### src/rtl/ifc_pkg.sv
package ifc_pkg;
  localparam int DATA_W = 16;
  localparam int ADDR_W = 3;
  localparam int NUM_ST = 3;

  typedef enum logic [ADDR_W-1:0] {
    A_CFG   = 3'd0,
    A_CTRL  = 3'd1,
    A_BFLAG = 3'd2,
    A_BMASK = 3'd3,
    A_STAT  = 3'd4
  } reg_addr_e;

  localparam int CFG_HALT = 12;
  localparam int CFG_NRDY = 11;
  localparam int CFG_WMSK = 10;
  localparam int CFG_SRST = 9;
  localparam logic [DATA_W-1:0] CFG_RST  = 16'h5980;
  localparam logic [DATA_W-1:0] CFG_KEEP = 16'hE1FF;

  localparam int CTRL_BOMSK = 15;
  localparam int CTRL_ERMSK = 14;

  localparam int ST_BO = 0;
  localparam int ST_ER = 1;
  localparam int ST_WK = 2;
endpackage

### src/rtl/flag_bank.sv
module flag_bank #(
  parameter int W = 16
) (
  input  logic         clk_i,
  input  logic         rst_ni,
  input  logic         clr_i,
  input  logic [W-1:0] evt_i,
  input  logic         rd_i,
  input  logic         wr_i,
  input  logic [W-1:0] wdata_i,
  output logic [W-1:0] flag_o,
  output logic [W-1:0] arm_o
);
  logic [W-1:0] flag_q, arm_q;

  for (genvar i = 0; i < W; i++) begin : g_bit
    logic clr_hit;
    assign clr_hit = wr_i & wdata_i[i] & arm_q[i];

    always_ff @(posedge clk_i or negedge rst_ni) begin
      if (!rst_ni) begin
        flag_q[i] <= 1'b0;
        arm_q[i]  <= 1'b0;
      end else if (clr_i) begin
        flag_q[i] <= 1'b0;
        arm_q[i]  <= 1'b0;
      end else begin
        // event wins over a clearing write in the same cycle
        flag_q[i] <= evt_i[i] | (flag_q[i] & ~clr_hit);
        if (evt_i[i] || wr_i)          arm_q[i] <= 1'b0;
        else if (rd_i && flag_q[i])    arm_q[i] <= 1'b1;
      end
    end
  end

  assign flag_o = flag_q;
  assign arm_o  = arm_q;
endmodule

### src/rtl/cfg_regs.sv
module cfg_regs
  import ifc_pkg::*;
#(
  parameter int NUM_BUF = 16
) (
  input  logic               clk_i,
  input  logic               rst_ni,
  input  logic               wr_cfg_i,
  input  logic               wr_ctrl_i,
  input  logic               wr_bmask_i,
  input  logic [DATA_W-1:0]  wdata_i,
  output logic [DATA_W-1:0]  cfg_rd_o,
  output logic [DATA_W-1:0]  ctrl_rd_o,
  output logic [NUM_BUF-1:0] bmask_o,
  output logic [NUM_ST-1:0]  st_mask_o,
  output logic               halt_o,
  output logic               nrdy_o,
  output logic               srst_o
);
  logic [DATA_W-1:0]  keep_q;
  logic [NUM_BUF-1:0] bmask_q;
  logic               halt_q, nrdy_q, srst_q;
  logic               bo_msk_q, er_msk_q, wk_msk_q;

  always_ff @(posedge clk_i or negedge rst_ni) begin
    if (!rst_ni) begin
      keep_q <= CFG_RST & CFG_KEEP;
      halt_q <= CFG_RST[CFG_HALT];
      nrdy_q <= CFG_RST[CFG_NRDY];
      srst_q <= 1'b0;
    end else begin
      nrdy_q <= halt_q;
      if (srst_q) srst_q <= 1'b0;
      else if (wr_cfg_i && wdata_i[CFG_SRST]) srst_q <= 1'b1;
      if (wr_cfg_i) begin
        keep_q <= wdata_i & CFG_KEEP;
        halt_q <= wdata_i[CFG_HALT];
      end
    end
  end

  always_ff @(posedge clk_i or negedge rst_ni) begin
    if (!rst_ni) begin
      bmask_q  <= '0;
      bo_msk_q <= 1'b0;
      er_msk_q <= 1'b0;
      wk_msk_q <= 1'b0;
    end else if (srst_q) begin
      bmask_q  <= '0;
      bo_msk_q <= 1'b0;
      er_msk_q <= 1'b0;
      wk_msk_q <= 1'b0;
    end else begin
      if (wr_bmask_i) bmask_q <= wdata_i[NUM_BUF-1:0];
      if (wr_ctrl_i) begin
        bo_msk_q <= wdata_i[CTRL_BOMSK];
        er_msk_q <= wdata_i[CTRL_ERMSK];
      end
      if (wr_cfg_i) wk_msk_q <= wdata_i[CFG_WMSK];
    end
  end

  always_comb begin
    cfg_rd_o           = keep_q;
    cfg_rd_o[CFG_HALT] = halt_q;
    cfg_rd_o[CFG_NRDY] = nrdy_q;
    cfg_rd_o[CFG_WMSK] = wk_msk_q;
    cfg_rd_o[CFG_SRST] = srst_q;
    ctrl_rd_o             = '0;
    ctrl_rd_o[CTRL_BOMSK] = bo_msk_q;
    ctrl_rd_o[CTRL_ERMSK] = er_msk_q;
    st_mask_o          = '0;
    st_mask_o[ST_BO]   = bo_msk_q;
    st_mask_o[ST_ER]   = er_msk_q;
    st_mask_o[ST_WK]   = wk_msk_q;
  end

  assign bmask_o = bmask_q;
  assign halt_o  = halt_q;
  assign nrdy_o  = nrdy_q;
  assign srst_o  = srst_q;
endmodule

### src/rtl/irq_merge.sv
module irq_merge #(
  parameter int NB = 16,
  parameter int NS = 3
) (
  input  logic          clk_i,
  input  logic          rst_ni,
  input  logic [NB-1:0] bflag_i,
  input  logic [NB-1:0] bmask_i,
  input  logic [NS-1:0] sflag_i,
  input  logic [NS-1:0] smask_i,
  output logic          irq_o
);
  logic irq_q;

  always_ff @(posedge clk_i or negedge rst_ni) begin
    if (!rst_ni) irq_q <= 1'b0;
    else         irq_q <= (|(bflag_i & bmask_i)) | (|(sflag_i & smask_i));
  end

  assign irq_o = irq_q;
endmodule

### src/rtl/irq_flag_ctrl.sv
module irq_flag_ctrl
  import ifc_pkg::*;
#(
  parameter int NUM_BUF = 16
) (
  input  logic               clk_i,
  input  logic               rst_ni,
  input  logic               req_i,
  input  logic               we_i,
  input  logic [ADDR_W-1:0]  addr_i,
  input  logic [DATA_W-1:0]  wdata_i,
  output logic [DATA_W-1:0]  rdata_o,
  input  logic [NUM_BUF-1:0] buf_evt_i,
  input  logic               busoff_evt_i,
  input  logic               err_evt_i,
  input  logic               wake_evt_i,
  output logic               halt_o,
  output logic               irq_o
);
  logic               rd_en, wr_en;
  logic [DATA_W-1:0]  cfg_rd, ctrl_rd;
  logic [NUM_BUF-1:0] buf_flag, buf_arm, buf_mask;
  logic [NUM_ST-1:0]  st_flag, st_arm, st_mask, st_evt;
  logic               nrdy, srst;

  assign rd_en  = req_i & ~we_i;
  assign wr_en  = req_i &  we_i;
  assign st_evt = {wake_evt_i, err_evt_i, busoff_evt_i};

  flag_bank #(.W(NUM_BUF)) u_buf_bank (
    .clk_i   (clk_i),
    .rst_ni  (rst_ni),
    .clr_i   (srst),
    .evt_i   (buf_evt_i),
    .rd_i    (rd_en && addr_i == A_BFLAG),
    .wr_i    (wr_en && addr_i == A_BFLAG),
    .wdata_i (wdata_i[NUM_BUF-1:0]),
    .flag_o  (buf_flag),
    .arm_o   (buf_arm)
  );

  flag_bank #(.W(NUM_ST)) u_st_bank (
    .clk_i   (clk_i),
    .rst_ni  (rst_ni),
    .clr_i   (srst),
    .evt_i   (st_evt),
    .rd_i    (rd_en && addr_i == A_STAT),
    .wr_i    (wr_en && addr_i == A_STAT),
    .wdata_i (wdata_i[NUM_ST-1:0]),
    .flag_o  (st_flag),
    .arm_o   (st_arm)
  );

  cfg_regs #(.NUM_BUF(NUM_BUF)) u_cfg (
    .clk_i      (clk_i),
    .rst_ni     (rst_ni),
    .wr_cfg_i   (wr_en && addr_i == A_CFG),
    .wr_ctrl_i  (wr_en && addr_i == A_CTRL),
    .wr_bmask_i (wr_en && addr_i == A_BMASK),
    .wdata_i    (wdata_i),
    .cfg_rd_o   (cfg_rd),
    .ctrl_rd_o  (ctrl_rd),
    .bmask_o    (buf_mask),
    .st_mask_o  (st_mask),
    .halt_o     (halt_o),
    .nrdy_o     (nrdy),
    .srst_o     (srst)
  );

  irq_merge #(.NB(NUM_BUF), .NS(NUM_ST)) u_irq (
    .clk_i   (clk_i),
    .rst_ni  (rst_ni),
    .bflag_i (buf_flag),
    .bmask_i (buf_mask),
    .sflag_i (st_flag),
    .smask_i (st_mask),
    .irq_o   (irq_o)
  );

  always_comb begin
    rdata_o = '0;
    unique case (addr_i)
      A_CFG:   rdata_o = cfg_rd;
      A_CTRL:  rdata_o = ctrl_rd;
      A_BFLAG: rdata_o[NUM_BUF-1:0] = buf_flag;
      A_BMASK: rdata_o[NUM_BUF-1:0] = buf_mask;
      A_STAT:  rdata_o[NUM_ST-1:0]  = st_flag;
      default: rdata_o = '0;
    endcase
  end
endmodule

### config.mk
export PLATFORM = sky130hd
export DESIGN_NAME = irq_flag_ctrl
export DESIGN_NICKNAME = d
export VERILOG_FILES = /design/src/rtl/ifc_pkg.sv /design/src/rtl/flag_bank.sv /design/src/rtl/cfg_regs.sv /design/src/rtl/irq_merge.sv /design/src/rtl/irq_flag_ctrl.sv
export SDC_FILE = /design/constraint.sdc
export NUM_CORES = 1
export LEC_CHECK = 0
export CAP_MARGIN = 20
export CORE_ASPECT_RATIO = 1.2
export CORE_MARGIN = 5
export CORE_UTILIZATION = 35
export CTS_CLUSTER_DIAMETER = 40
export DETAILED_ROUTE_END_ITERATION = 10
export PLACE_DENSITY = 0.58
export SYNTH_ARGS = -nofsm -noshare
export SYNTH_HDL_FRONTEND = slang
export SYNTH_SLANG_ARGS = --single-unit
### constraint.sdc
create_clock -name clk_i -period 1.9 [get_ports clk_i]
set_input_delay 0.38 -clock clk_i [delete_from_list [all_inputs] [get_ports clk_i]]
set_output_delay 0.38 -clock clk_i [all_outputs]
set_load 0.01 [all_outputs]
After elaboration in Yosys (flattened, before gate mapping)
Index checks and enable logic that the tools add are counted.
W data, S select, Z words.
{ "word_totals": {"latchBits": 0, "rom_bits": 0, "regBits": 73, "input_bits": 42, "n_memories": 0, "ramBits": 0} }
{ "classes": {"n_eq_ne": 4, "n_shift": 0, "bitwise": 101, "n_reduce_logical": 71, "mux": 88, "mul": 0, "n_lt_le_gt_ge": 0, "n_addsub": 0, "div": 0} }
{ "ops": {"columns": ["operator", "n"], "rows": [
  ["$mux W1", 84],
  ["$and A1 B1 Y1", 59],
  ["$reduce_bool A3 Y1", 19],
  ["$pmux W13 S4", 1],
  ["$mux W16", 2],
  ["$logic_and A1 B1 Y1", 27],
  ["$not A1 Y1", 20],
  ["$or A1 B1 Y1", 20],
  ["$logic_or A1 B1 Y1", 19],
  ["$and A16 B16 Y16", 1],
  ["$reduce_or A16 Y1", 1],
  ["$pmux W3 S4", 1],
  ["$eq A3 B2 Y1 const B", 2],
  ["$reduce_bool A2 Y1", 3],
  ["$and A3 B3 Y3", 1],
  ["$eq A3 B1 Y1 const B", 1],
  ["$eq A3 B3 Y1 const B", 1],
  ["$logic_not A3 Y1", 1],
  ["$reduce_or A3 Y1", 1]
]} }

Longest topological paths before layout
{ "logic_depth": {"depth_word": 8, "mapped_depth": 7, "mapped_depth_nobuf": 4} }

Cells and area by module
From an unflattened synthesis, not the netlist that was laid out.
{ "unflattened": {"cells_unflattened": 338, "area_unflattened_um2": 3952.5} }
{ "by_module_without_submodules": {"columns": ["mod", "area_per_inst_um2", "instances", "seq_area_each_um2", "cells_per_inst"], "rows": [
  ["cfg_regs", 1544.0, 1, 857.1, 117],
  ["flag_bank (u_buf_bank)", 1367.6, 1, 800.8, 120],
  ["irq_flag_ctrl", 678.2, 1, 0.0, 65],
  ["flag_bank (u_st_bank)", 240.2, 1, 150.1, 21],
  ["irq_merge", 122.6, 1, 25.0, 15]
]} }

Least setup slack after synthesis
OpenSTA, ideal clock, no wires.
{ "synth_timing": {"path_kind": "in2out", "startpoint": "input port addr_i[1]", "endpoint": "output port rdata_o[9]", "path_stages": 5, "slack_ns": 0.177, "t_arrival_ns": 1.343, "t_required_ns": 1.520, "path_cell_list": "buf_2 nor2_1 clkbuf_1 a22oi_1 nor2_1"} }
{ "synth_between": {"elab_chain_len": 2, "elab_cells_between_ends": 5, "classes_between": "eq/ne (3); mux (1); reduce/logical (1)"} }
{ "synth_rtl": {"columns": ["element", "line", "text"], "rows": [
  ["start: declaration", "irq_flag_ctrl.sv:10", "input logic [ADDR_W-1:0] addr_i,"],
  ["$eq A3 B2 Y1, or another cell as far along", "irq_flag_ctrl.sv:82", "unique case (addr_i)"],
  ["$pmux W13 S4 *", "irq_flag_ctrl.sv:82", null],
  ["end: declaration", "irq_flag_ctrl.sv:12", "output logic [DATA_W-1:0] rdata_o,"]
]} }
Mark *: on every way between the ends. The rest lies on a longest branch, timed or not.

Final worst setup path
{ "layout_timing": {"startpoint": "input port addr_i[1]", "endpoint": "output port rdata_o[14]"} }
The elaborated chain is that of the path after synthesis.

==> results.txt <==
----------------------------------------------------
[Min path]
  Worst min-delay path category ... input port to asynchronous set/reset pin

[Synthesis]
  Post-synth design cell area ... 3457 µm²
  Count of state elements after synthesis ... 73
  Avg Synthesized Cell Area ... 9.849 µm²
  Syn. warnings ... 0
  Post-Syn Nets ... 393
  Count of unique library cells instantiated by Yosys ... 35
  Sequential element share of the synthesized area ... 0.5302
  Gate Count Post-Synth ... 351

[Global routing]
  Via count of the first global-routing pass ... slightly above 3000
  GRT Util Overall ... 0.1677
  Antenna violations before repair ... 0
  Wire length of the first global-routing pass ... 15670 µm
  Maximum number of pins on one net before global-route repair ... 74
  Overflow after GRT ... 0

[Drt]
  Initial detailed-routing violation count ... 144
  Post-route DRC violation count ... 0
  Via count ... 2954
  Via density per instance ... 5.210
  DR pass1 iterations ... 4
  Routed length per instance ... approximately 17 µm
  DRT Wirelength ... 9684 µm
  Post-DRT Antenna Nets ... 0

[Die]
  Floorplan die area ... roughly 12000 µm²
  Rows ... 39
  Standard cell core area ... 9613 µm²
  Effective utilization at floorplan ... 0.3596
  Number of I/O pins ... 60
  Horizontal die dimension ... around 100 µm
  Height of the chip ... 118.9 µm

[Placement]
  Detailed placer's ending HPWL ... 6714 µm
  Last weighted congestion value of the routability-driven placer ... 0.7813
  PortBufs ... 59
  Placement-stage cell area ... 4383 µm²
  Post-placement worst setup slack ... -0.6713 ns

[Clock tree]
  Clock latency at the later pin of the worst-skew pair ... 0.32 ns
  CTS H-tree depth ... 3
  Clock tree from TritonCTS ... built
  Clock root buffer master ... sky130_fd_sc_hd__clkbuf_16
  Sink count of the clock tree ... 73
  CTS hold repair buffers ... 0
  Buffer depth of the longest clock path ... 2
  CTS clock-pin slew for the worst setup and hold paths ... 0.06 ns
  Cts bufs inserted ... 9

[Worst setup path]
  Data arrival at the endpoint of the critical path ... roughly 1.5 ns
  Ordered cell list for the critical path ... clkdlybuf4s15_2 > buf_6 > mux4_2 > nor2b_1 > buf_2
  R2r startpoint ... u_buf_bank.flag_o[1]$_DFF_PN0_
  Capture instance of the worst register-to-register path ... u_irq.irq_o$_DFF_PN0_
  Setup crit start kind ... input port
  Register-to-register setup slack ... 0.51 ns
  Element type at the critical path end ... primary output
  Data required time of the critical path ... roughly 1.5 ns
  Number of cells traversed by the worst register-to-register path ... 4
  Crit path max-delay cell type ... sky130_fd_sc_hd__mux4_2
  Startpoint-to-endpoint class of the critical path ... input port to primary output
  Crit-path max cell delay ... around 0.48 ns
  Critical path fanouts, max ... 2

[Timing]
  Worst-case setup margin in the final layout ... 0.05688 ns
  Worst slew slack as a fraction of its limit ... 0.6856
  Final count of hold timing violations ... 0
  Transition time at the pin with the least slew margin ... ~0.47 ns
  Worst hold slack ... roughly 0.07 ns
  Final slew viol count ... 0
  Final worst clock skew ... ~0.0055 ns
  Final min period ... 1.843 ns
  Fmax ... about 0.54 GHz
  Setup-failing EPs final ... 0
  Setup TNS ... 0 ns
  Final period utilization ... 0.9701
  RSZ-0062 raised after global routing ... no

[Power]
  Total power divided by cell area ... between 800 and 900 nW/µm²
  Worst IR Drop VDD ... 430.4 µV
  Static leakage power ... slightly above 2 nW

[Finish]
  Area growth from synthesis to layout ... 36.41%
  Fraction of layout instances using a drive strength above 1 ... 0.2568
  NumNets Final ... 481
  Design area ... approximately 4700 µm²
  Count of inserted antenna diode cells ... 0

[Flow run]
  Max_cap viols ... 0

[Outcome]
  Outcome ... completed

----------------------------------------------------
## metrics by stage
stage                     std cells  utilization  power, mW
after detailed placement        546       0.4559      2.565
final                           567       0.4906      4.094
after floorplan                 351            -      2.210
after global routing            567       0.4906      4.275
after CTS                       567       0.4929      4.122
after global placement          546       0.4559      2.546
## flip-flops by register name (all words and copies together), names as in the netlist
signal and cells:
u_buf_bank.arm_o 16, u_buf_bank.flag_o 16, u_cfg.bmask_o 16, u_cfg.bo_msk_q 1, u_cfg.er_msk_q 1, u_cfg.halt_o 1
u_cfg.keep_q 12, u_cfg.nrdy_o 1, u_cfg.srst_o 1, u_cfg.wk_msk_q 1, u_irq.irq_o 1, u_st_bank.arm_o 3
u_st_bank.flag_o 3
## critical path, delay by kind of cell
kind | cells | cell delay (ns)
buffers and inverters | 3 | 0.46
multiplexers | 1 | 0.48
AND/OR/NAND/NOR | 1 | 0.14
## metal layers
layer	routed length, µm	up-vias	share of wire	track usage
li1	-	1415	-	-
met1	4192	1465	0.43	0.2169
met2	4987	61	0.51	0.2797
met3	327	13	0.034	0.02339
met4	176	0	0.018	0.06908
met5	0	-	0	0
## kinds of logic after synthesis
kind of cell / synth area share
muxes: 0.1115
AOI/OAI and AO/OA: 0.1582
and+or+nand+nor: 0.1477
DFF: 0.5302
buffers and inverters: 0.05248
## power breakdown
part	internal [mW]	switching [mW]	leakage [nW]
Clock	0.920	0.629	0.129
Sequential	1.74	0.108	0.865
Combinational	0.385	0.314	1.03
Total	3.04	1.05	2.02
## synth_stat cells
master | count | area share
sky130_fd_sc_hd__buf_2 | 8 | 0.012
sky130_fd_sc_hd__and3b_1 | 2 | 0.0051
sky130_fd_sc_hd__mux2_2 | 24 | 0.078
sky130_fd_sc_hd__o21ai_0 | 17 | 0.025
sky130_fd_sc_hd__nand4bb_1 | 1 | 0.0033
sky130_fd_sc_hd__a22oi_1 | 19 | 0.041
sky130_fd_sc_hd__and4bb_2 | 1 | 0.0036
sky130_fd_sc_hd__nor3b_1 | 1 | 0.0022
sky130_fd_sc_hd__a21o_1 | 1 | 0.0022
sky130_fd_sc_hd__buf_6 | 2 | 0.0065
sky130_fd_sc_hd__nor2_1 | 17 | 0.018
sky130_fd_sc_hd__o22a_1 | 1 | 0.0025
sky130_fd_sc_hd__nor2b_1 | 2 | 0.0036
sky130_fd_sc_hd__nand4_1 | 4 | 0.0072
sky130_fd_sc_hd__mux4_2 | 2 | 0.013
sky130_fd_sc_hd__nand3b_2 | 1 | 0.0033
sky130_fd_sc_hd__o32ai_1 | 2 | 0.0051
sky130_fd_sc_hd__nand4b_1 | 1 | 0.0025
sky130_fd_sc_hd__nor3_1 | 20 | 0.029
sky130_fd_sc_hd__nor2_2 | 1 | 0.0018
sky130_fd_sc_hd__a222oi_1 | 1 | 0.0029
sky130_fd_sc_hd__nand2_1 | 53 | 0.058
sky130_fd_sc_hd__a21oi_1 | 55 | 0.080
sky130_fd_sc_hd__dfstp_2 | 5 | 0.038
sky130_fd_sc_hd__mux2i_1 | 7 | 0.020
sky130_fd_sc_hd__buf_4 | 2 | 0.0043
sky130_fd_sc_hd__clkbuf_2 | 2 | 0.0029
sky130_fd_sc_hd__nand2_2 | 1 | 0.0018
sky130_fd_sc_hd__nand2b_1 | 2 | 0.0036
sky130_fd_sc_hd__nand3_1 | 2 | 0.0029
sky130_fd_sc_hd__buf_1 | 1 | 0.0011
sky130_fd_sc_hd__dfrtp_1 | 68 | 0.49
sky130_fd_sc_hd__and3_1 | 1 | 0.0018
sky130_fd_sc_hd__inv_1 | 16 | 0.017
sky130_fd_sc_hd__clkbuf_1 | 8 | 0.0087
## how the worst max path moves through the flow
stage / end / depth (start not counted) / startpoint / slack [ns]
floorplan: rdata_o[9] / 5 / addr_i[1] / 0.18
CTS: rdata_o[6] / 6 / addr_i[0] / 0.002
detailed placement: rdata_o[15] / 5 / addr_i[0] / -0.67
global route: rdata_o[8] / 7 / addr_i[1] / 0.002
finish: rdata_o[14] / 5 / addr_i[1] / 0.06
global placement: rdata_o[15] / 5 / addr_i[0] / -0.65
## layout make-up
type	count	area, µm²
fillers	910	4897
flip-flops and latches	73	1833
inverters	16	60.06
well taps	123	153.9
clock buffers	12	246.5
multi-input cells	239	1476
clock inverters	4	28.78
repair buffers	100	917.1
## layout by cell type (no fill, tap or decap), drive strengths merged, types with 4 or more instances in the layout
cell / instances
a21oi: 55
a22oi: 19
buf: 47
clkbuf: 20
clkdlybuf4s15: 5
clkdlybuf4s50: 39
dfrtp: 68
dfstp: 5
inv: 16
mux2: 24
mux2i: 7
nand2: 54
nand4: 4
nor2: 18
nor3: 20
o21ai: 17
## repair_timing
action                     4_1_cts  5_1_grt
gates resized for setup         62       16
pin swaps                        2        1
setup buffers                    3        0
cloned                           2        0
setup endpoints to repair       31       14
(Power assumes the default switching activity.)
